<file path="src/rtl/sau_pkg.sv">
package sau_pkg;
  typedef enum logic [1:0] {
    OP_ADD = 2'b00,
    OP_SUB = 2'b01,
    OP_MUL = 2'b10,
    OP_DIV = 2'b11
  } sau_op_e;

  typedef enum logic [1:0] {
    T_IDLE  = 2'd0,
    T_ARITH = 2'd1,
    T_DIV   = 2'd2
  } sau_top_st_e;

  typedef enum logic [1:0] {
    D_IDLE = 2'd0,
    D_RUN  = 2'd1,
    D_FIN  = 2'd2
  } sau_div_st_e;
endpackage

</file>
<file path="src/rtl/sau_addsub.sv">
module sau_addsub #(
  parameter int DATA_W = 32
) (
  input  logic [DATA_W-1:0] a,
  input  logic [DATA_W-1:0] b,
  input  logic              sub,
  output logic [DATA_W-1:0] sum,
  output logic              ovf
);
  logic [DATA_W-1:0] b_eff;

  always_comb begin
    b_eff = sub ? ~b : b;
    sum   = a + b_eff + {{(DATA_W-1){1'b0}}, sub};
    // overflow: both addends share a sign that the sum does not
    ovf   = (a[DATA_W-1] == b_eff[DATA_W-1]) && (sum[DATA_W-1] != a[DATA_W-1]);
  end
endmodule

</file>
<file path="src/rtl/sau_mul.sv">
module sau_mul #(
  parameter int DATA_W = 32
) (
  input  logic [DATA_W-1:0] a,
  input  logic [DATA_W-1:0] b,
  output logic [DATA_W-1:0] prod,
  output logic              ovf
);
  localparam int PW = 2 * DATA_W;
  logic [PW-1:0] full;
  logic [DATA_W:0] upper;

  always_comb begin
    full  = {{DATA_W{a[DATA_W-1]}}, a} * {{DATA_W{b[DATA_W-1]}}, b};
    prod  = full[DATA_W-1:0];
    upper = full[PW-1:DATA_W-1];
    ovf   = (|upper) && !(&upper);
  end
endmodule

</file>
<file path="src/rtl/sau_divider.sv">
module sau_divider #(
  parameter int DATA_W = 32
) (
  input  logic              clk,
  input  logic              rst_n,
  input  logic              start,
  input  logic [DATA_W-1:0] dvd,
  input  logic [DATA_W-1:0] dvs,
  output logic              done,
  output logic [DATA_W-1:0] q_out,
  output logic [DATA_W-1:0] r_out,
  output logic              err_out
);
  import sau_pkg::*;
  localparam int CW = $clog2(DATA_W + 1);
  localparam logic [DATA_W-1:0] MIN_V = {1'b1, {(DATA_W-1){1'b0}}};

  sau_div_st_e st;
  logic [CW-1:0]     cnt;
  logic [DATA_W-1:0] quo_q, rem_q, dvs_q;
  logic              sign_q, err_q;
  logic [DATA_W:0]   shifted, diff;
  logic [DATA_W-1:0] mag_a, mag_b;
  logic              bad;

  always_comb begin
    mag_a   = dvd[DATA_W-1] ? (~dvd + 1'b1) : dvd;
    mag_b   = dvs[DATA_W-1] ? (~dvs + 1'b1) : dvs;
    bad     = (dvs == '0) || ((dvd == MIN_V) && (&dvs));
    shifted = {rem_q, quo_q[DATA_W-1]};
    diff    = shifted - {1'b0, dvs_q};
  end

  always_ff @(posedge clk or negedge rst_n) begin
    if (!rst_n) begin
      st      <= D_IDLE;
      cnt     <= '0;
      quo_q   <= '0;
      rem_q   <= '0;
      dvs_q   <= '0;
      sign_q  <= 1'b0;
      err_q   <= 1'b0;
      done    <= 1'b0;
      q_out   <= '0;
      r_out   <= '0;
      err_out <= 1'b0;
    end else begin
      done <= 1'b0;
      case (st)
        D_IDLE: if (start) begin
          sign_q <= dvd[DATA_W-1] ^ dvs[DATA_W-1];
          err_q  <= bad;
          quo_q  <= mag_a;
          rem_q  <= '0;
          dvs_q  <= mag_b;
          cnt    <= CW'(DATA_W);
          st     <= bad ? D_FIN : D_RUN;
        end
        D_RUN: begin
          if (!diff[DATA_W]) begin
            rem_q <= diff[DATA_W-1:0];
            quo_q <= {quo_q[DATA_W-2:0], 1'b1};
          end else begin
            rem_q <= shifted[DATA_W-1:0];
            quo_q <= {quo_q[DATA_W-2:0], 1'b0};
          end
          cnt <= cnt - 1'b1;
          if (cnt == CW'(1)) st <= D_FIN;
        end
        D_FIN: begin
          done    <= 1'b1;
          err_out <= err_q;
          q_out   <= err_q ? '0 : (sign_q ? (~quo_q + 1'b1) : quo_q);
          r_out   <= err_q ? '0 : rem_q;
          st      <= D_IDLE;
        end
        default: st <= D_IDLE;
      endcase
    end
  end

  // a zero divisor completes with an error two edges after the start
  p_zero_div_err_r5: assert property (@(posedge clk) disable iff (!rst_n)
    (start && st == D_IDLE && dvs == '0) |=> ##1 (done && err_out));

  // the remainder magnitude stays below the divisor magnitude
  p_rem_below_dvs_r4: assert property (@(posedge clk) disable iff (!rst_n)
    (done && !err_out) |-> (r_out < dvs_q));

  // a non-zero quotient carries the XOR of the operand signs
  p_quo_sign_r3: assert property (@(posedge clk) disable iff (!rst_n)
    (done && !err_out && q_out != '0) |-> (q_out[DATA_W-1] == sign_q));
endmodule

</file>
<file path="src/rtl/sau_top.sv">
module sau_top #(
  parameter int DATA_W = 32
) (
  input  logic              clk,
  input  logic              rst_n,
  input  logic              req_valid,
  output logic              req_ready,
  input  logic [1:0]        req_op,
  input  logic [DATA_W-1:0] op_a,
  input  logic [DATA_W-1:0] op_b,
  output logic              res_valid,
  output logic [DATA_W-1:0] res_word,
  output logic [DATA_W-1:0] rem_word,
  output logic              res_err
);
  import sau_pkg::*;

  sau_top_st_e       st;
  sau_op_e           op_q;
  logic [DATA_W-1:0] a_q, b_q;
  logic              accept, div_start;
  logic [DATA_W-1:0] as_sum, mul_prod, dq, dr;
  logic              as_ovf, mul_ovf, d_done, d_err;

  assign req_ready = (st == T_IDLE);
  assign accept    = req_valid && req_ready;
  assign div_start = accept && (sau_op_e'(req_op) == OP_DIV);

  sau_addsub #(.DATA_W(DATA_W)) u_addsub (
    .a(a_q), .b(b_q), .sub(op_q == OP_SUB), .sum(as_sum), .ovf(as_ovf));

  sau_mul #(.DATA_W(DATA_W)) u_mul (
    .a(a_q), .b(b_q), .prod(mul_prod), .ovf(mul_ovf));

  sau_divider #(.DATA_W(DATA_W)) u_div (
    .clk(clk), .rst_n(rst_n), .start(div_start), .dvd(op_a), .dvs(op_b),
    .done(d_done), .q_out(dq), .r_out(dr), .err_out(d_err));

  always_ff @(posedge clk or negedge rst_n) begin
    if (!rst_n) begin
      st        <= T_IDLE;
      op_q      <= OP_ADD;
      a_q       <= '0;
      b_q       <= '0;
      res_valid <= 1'b0;
      res_word  <= '0;
      rem_word  <= '0;
      res_err   <= 1'b0;
    end else begin
      res_valid <= 1'b0;
      case (st)
        T_IDLE: if (accept) begin
          op_q <= sau_op_e'(req_op);
          a_q  <= op_a;
          b_q  <= op_b;
          st   <= (sau_op_e'(req_op) == OP_DIV) ? T_DIV : T_ARITH;
        end
        T_ARITH: begin
          res_valid <= 1'b1;
          rem_word  <= '0;
          if (op_q == OP_MUL) begin
            res_err  <= mul_ovf;
            res_word <= mul_ovf ? '0 : mul_prod;
          end else begin
            res_err  <= as_ovf;
            res_word <= as_ovf ? '0 : as_sum;
          end
          st <= T_IDLE;
        end
        T_DIV: if (d_done) begin
          res_valid <= 1'b1;
          res_word  <= dq;
          rem_word  <= dr;
          res_err   <= d_err;
          st        <= T_IDLE;
        end
        default: st <= T_IDLE;
      endcase
    end
  end

  // completion strobe lasts one cycle
  p_pulse_r6: assert property (@(posedge clk) disable iff (!rst_n)
    res_valid |=> !res_valid);

  // outputs frozen between strobes
  p_hold_r7: assert property (@(posedge clk) disable iff (!rst_n)
    !res_valid |-> ($stable(res_word) && $stable(rem_word) && $stable(res_err)));

  // an error answer carries zero words
  p_err_zero_r9: assert property (@(posedge clk) disable iff (!rst_n)
    (res_valid && res_err) |-> (res_word == '0 && rem_word == '0));

  // remainder is zero after a non-divide operation
  p_rem_zero_r4: assert property (@(posedge clk) disable iff (!rst_n)
    (res_valid && op_q != OP_DIV) |-> (rem_word == '0));

  // an error-free sum of like-signed operands keeps their sign
  p_no_overflow_r1: assert property (@(posedge clk) disable iff (!rst_n)
    (res_valid && !res_err && op_q == OP_ADD && a_q[DATA_W-1] == b_q[DATA_W-1])
      |-> (res_word[DATA_W-1] == a_q[DATA_W-1]));

  // an error-free product of non-zero operands has the XOR sign
  p_mul_sign_r2: assert property (@(posedge clk) disable iff (!rst_n)
    (res_valid && !res_err && op_q == OP_MUL && a_q != '0 && b_q != '0)
      |-> (res_word[DATA_W-1] == (a_q[DATA_W-1] ^ b_q[DATA_W-1])));
endmodule

</file>
<file path="config.mk">
export PLATFORM = sky130hd
export DESIGN_NAME = sau_top
export DESIGN_NICKNAME = d
export VERILOG_FILES = /design/src/rtl/sau_pkg.sv /design/src/rtl/sau_addsub.sv /design/src/rtl/sau_mul.sv /design/src/rtl/sau_divider.sv /design/src/rtl/sau_top.sv
export SDC_FILE = /design/constraint.sdc
export NUM_CORES = 2
export LEC_CHECK = 0
export CAP_MARGIN = 15
export CORE_MARGIN = 4
export CORE_UTILIZATION = 40
export CTS_BUF_LIST = sky130_fd_sc_hd__clkbuf_2
export DETAILED_ROUTE_END_ITERATION = 8
export GPL_ROUTABILITY_DRIVEN = 0
export GPL_TIMING_DRIVEN = 0
export PLACE_DENSITY = 0.67
export SLEW_MARGIN = 20
export SYNTH_ARGS = -nofsm -noshare
export SYNTH_HDL_FRONTEND = slang
export SYNTH_SLANG_ARGS = --single-unit
export TNS_END_PERCENT = 100
</file>
<file path="constraint.sdc">
create_clock -name clk -period 10.3 [get_ports clk]
set_input_delay 2.06 -clock clk [delete_from_list [all_inputs] [get_ports clk]]
set_output_delay 2.06 -clock clk [all_outputs]
set_load 0.01 [all_outputs]
</file>
==> key figures <==
Outcome
  – Status: complete, no violations

Setup path
  – Class of the most critical setup path: flip-flop to flip-flop
  – Reg2reg end: res_word[6]
  – Crit path buffers/inverters: 5
  – Critical path's slowest cell: dfrtp_1
  – Worst setup SP type: flip-flop
  – R2R Path Start: b_q[18]
  – Worst path max stage delay: 700 ps
  – Most frequent CP cell: fa_1
  – Critical path data arrival time: 11050 ps
  – CP Launch Point: b_q[18]
  – Worst Reg-to-Reg Cells: 28
  – Worst setup EP type: flip-flop
  – CP top delay family: adder cells
  – R2R setup slack: 110 ps
  – Max FO, Critical Path: 10
  – Required @ worst endpoint: 11170 ps

Timing
  – Min cycle time layout: 10190 ps
  – Setup violators final: 0
  – Worst slew pin tran: 1250 ps
  – Max Slew Vio Count: 0
  – Final period util: 98.9%
  – Final hold vios: 0
  – Max Fclk: 0.0982 GHz
  – Clock Skews: 86.0 ps
  – Hold WS: 484 ps
  – Normalized max-slew margin: 16.0%
  – Setup TNS: 0 ps

Floorplan
  – Die W: 376 um
  – Die height: 376 um
  – Initial Utilization: 40.4%
  – Full die area: 141000 um2
  – Num rows: 134
  – CORE AREA: 134000 um2
  – I/O pin total: 136

Hold path
  – Hold path depth: 1
  – HP Class: flip-flop to flip-flop
  – Worst Hold Launch: u_div.cnt[5]
  – Hold path endpoint: u_div.cnt[5]

Global route
  – Initial antenna violation count: 21
  – GRT Util Overall: 28.3%
  – Vias in the first global route: 47121
  – Largest net degree at the start of global routing: 98
  – Total grt overflow: 0
  – First-pass GRT wire length: 299000 um

Drt
  – Initial drt markers: 4592
  – Final ANT Viol Nets: 0
  – DR vias/cell: 5.77
  – Drt first pass iters: 6
  – Highest metal used: met5
  – WL final: 197000 um
  – Vias: 45004
  – DRC errors left: 0
  – Met2 WL post-DR: 84000 um
  – Met3 Wirelength: 24900 um
  – Wire per inst: 25.2 um
  – Post-Route M1 WL: 71400 um

Placement
  – Dpl cell area: 57800 um2
  – Port bufs: 134
  – Hpwl dp: 164000 um

Job
  – MaxCap Viol Count: 0

Synth
  – Netlist Area Pre-Place: 54100 um2
  – Unique masters post-synth: 84
  – Post-Synthesis Cells: 5737
  – Predominant post-synthesis flop cell: dfrtp_1
  – Post-synthesis sequential area ratio: 14.1%
  – Ys Warns: 0
  – Syn Area/Cell: 9.44 um2
  – Async S/R FF share, synth: 100%
  – Number of synthesized flops with an enable pin: 0
  – Post-Synthesis Net Count: 7146
  – Flip-flop and latch count after synthesis: 306

Layout
  – Final core utilization: 44.3%
  – NumNets Final: 7372
  – Layout Cell Area excl Fill: 59300 um2
  – Commonest non-fill, non-tap cell in the layout: fa_1
  – Layout cells sized above 1: 8.04%
  – Commonest cells after routing, fill and taps aside: 1081 x fa_1, 834 x nand2_1, 784 x inv_1, 450 x and2_1
  – Area grow syn2layout: 9.49%

CTS
  – H-tree Lvls: 3
  – Max Root-Sink Buffers: 3
  – Inserted Clock Buffers: 81
  – Clock Sinks: 306
  – Clock transition at path regs: 90 ps
  – Root Driver: clkbuf_2
  – CTS tree: done
  – Clk_lat worst skew: 1010 ps
how the worst max path moves through the flow:
stage / depth (start not counted) / endpoint / slack, ps
after floorplan: 32 / res_word[12] / 1000
after detailed placement: 29 / res_word[29] / -1910
after CTS: 28 / res_word[6] / 20
final: 28 / res_word[6] / 110
after global routing: 31 / res_word[12] / -5
after global placement: 1 / a_q[28] / -5980
worst register-to-register path, delay by kind of cell, from the launching register on:
kind / cells / cell delay (ps)
adders and majority gates: 9 / 4620
buffers and inverters: 5 / 810
xor gates and xnor gates: 1 / 210
AOI/OAI and AO/OA: 5 / 1550
and+or+nand+nor: 8 / 2140
DFF: 1 / 700
stage by stage:
step,setup slack (ps),std cells
after global routing,-5.24,7790
after global placement,-5980,7639
final,115,7802
after floorplan,998,5737
after CTS,21.6,7775
after detailed placement,-1910,7642
synthesized netlist by cell type (13+ instances only):
cell / n / area (um2)
a211oi_1: 22 / 165
a21o_1: 39 / 293
a21oi_1: 130 / 651
a221oi_1: 22 / 193
a22o_1: 36 / 315
a22oi_1: 48 / 360
a31oi_1: 13 / 81.3
and2_1: 451 / 2820
and3_1: 17 / 106
buf_2: 14 / 70.1
clkbuf_1: 310 / 1160
dfrtp_1: 306 / 7660
fa_1: 1084 / 21700
ha_1: 256 / 3200
inv_1: 788 / 2960
mux2_2: 63 / 709
mux2i_1: 50 / 500
nand2_1: 836 / 3140
nand2b_1: 85 / 532
nand3_1: 80 / 400
nand4_1: 29 / 181
nor2_1: 129 / 484
nor2b_1: 21 / 131
nor3_1: 53 / 265
nor4_1: 21 / 131
o211ai_1: 18 / 135
o21a_1: 24 / 180
o21ai_0: 278 / 1390
o21ai_1: 18 / 90.1
o21bai_1: 21 / 158
o31ai_1: 43 / 323
or3_1: 32 / 200
or4_1: 23 / 173
xnor2_1: 102 / 893
xor2_1: 123 / 1080
timing repair:
action                                  CTS  global route
pin swaps                                 1             6
hold buffers                              0             0
endpoints found under the setup margin   33            33
setup buffers                             6            20
gates resized for setup                 162           179
routing by layer:
layer,GRT usage [%],vias to the layer above
met5,0,-
met4,19.0,6
met3,9.61,696
met2,42.0,2826
met1,35.0,22763
li1,-,18713
sequential cells by signal (all words and copies together) (netlist names), 6 cells and up:
name and count:
b_q 32, u_div.q_out 32, a_q 32, res_word 32, u_div.rem_q 32, u_div.dvs_q 32
u_div.cnt 6, u_div.quo_q 32, rem_word 32, u_div.r_out 32
cell type report:
| class | instances | area [um2] |
|---|---|---|
| multi-input combinational | 4305 | 42500 |
| timing repair buffer | 163 | 1620 |
| tap | 1768 | 2210 |
| fill | 12831 | 74700 |
| clock buffer | 118 | 591 |
| clock inverter | 20 | 118 |
| inverter | 788 | 2970 |
| antenna | 16 | 40.0 |
| buffer | 318 | 1470 |
| sequential | 306 | 7710 |
kinds of logic after synthesis:
group           Yosys count  synth area share (%)
compound gates          800                  9.53
flops                   306                  14.1
xor+xnor                225                  3.64
mux                     113                  2.23
simple gates           1827                  16.6
fa+ha+maj              1340                  46.0
buf+inv                1126                  7.87
Power is not shown: default switching activity piles up to over one toggle a cycle in this logic, so the estimate is an artifact.
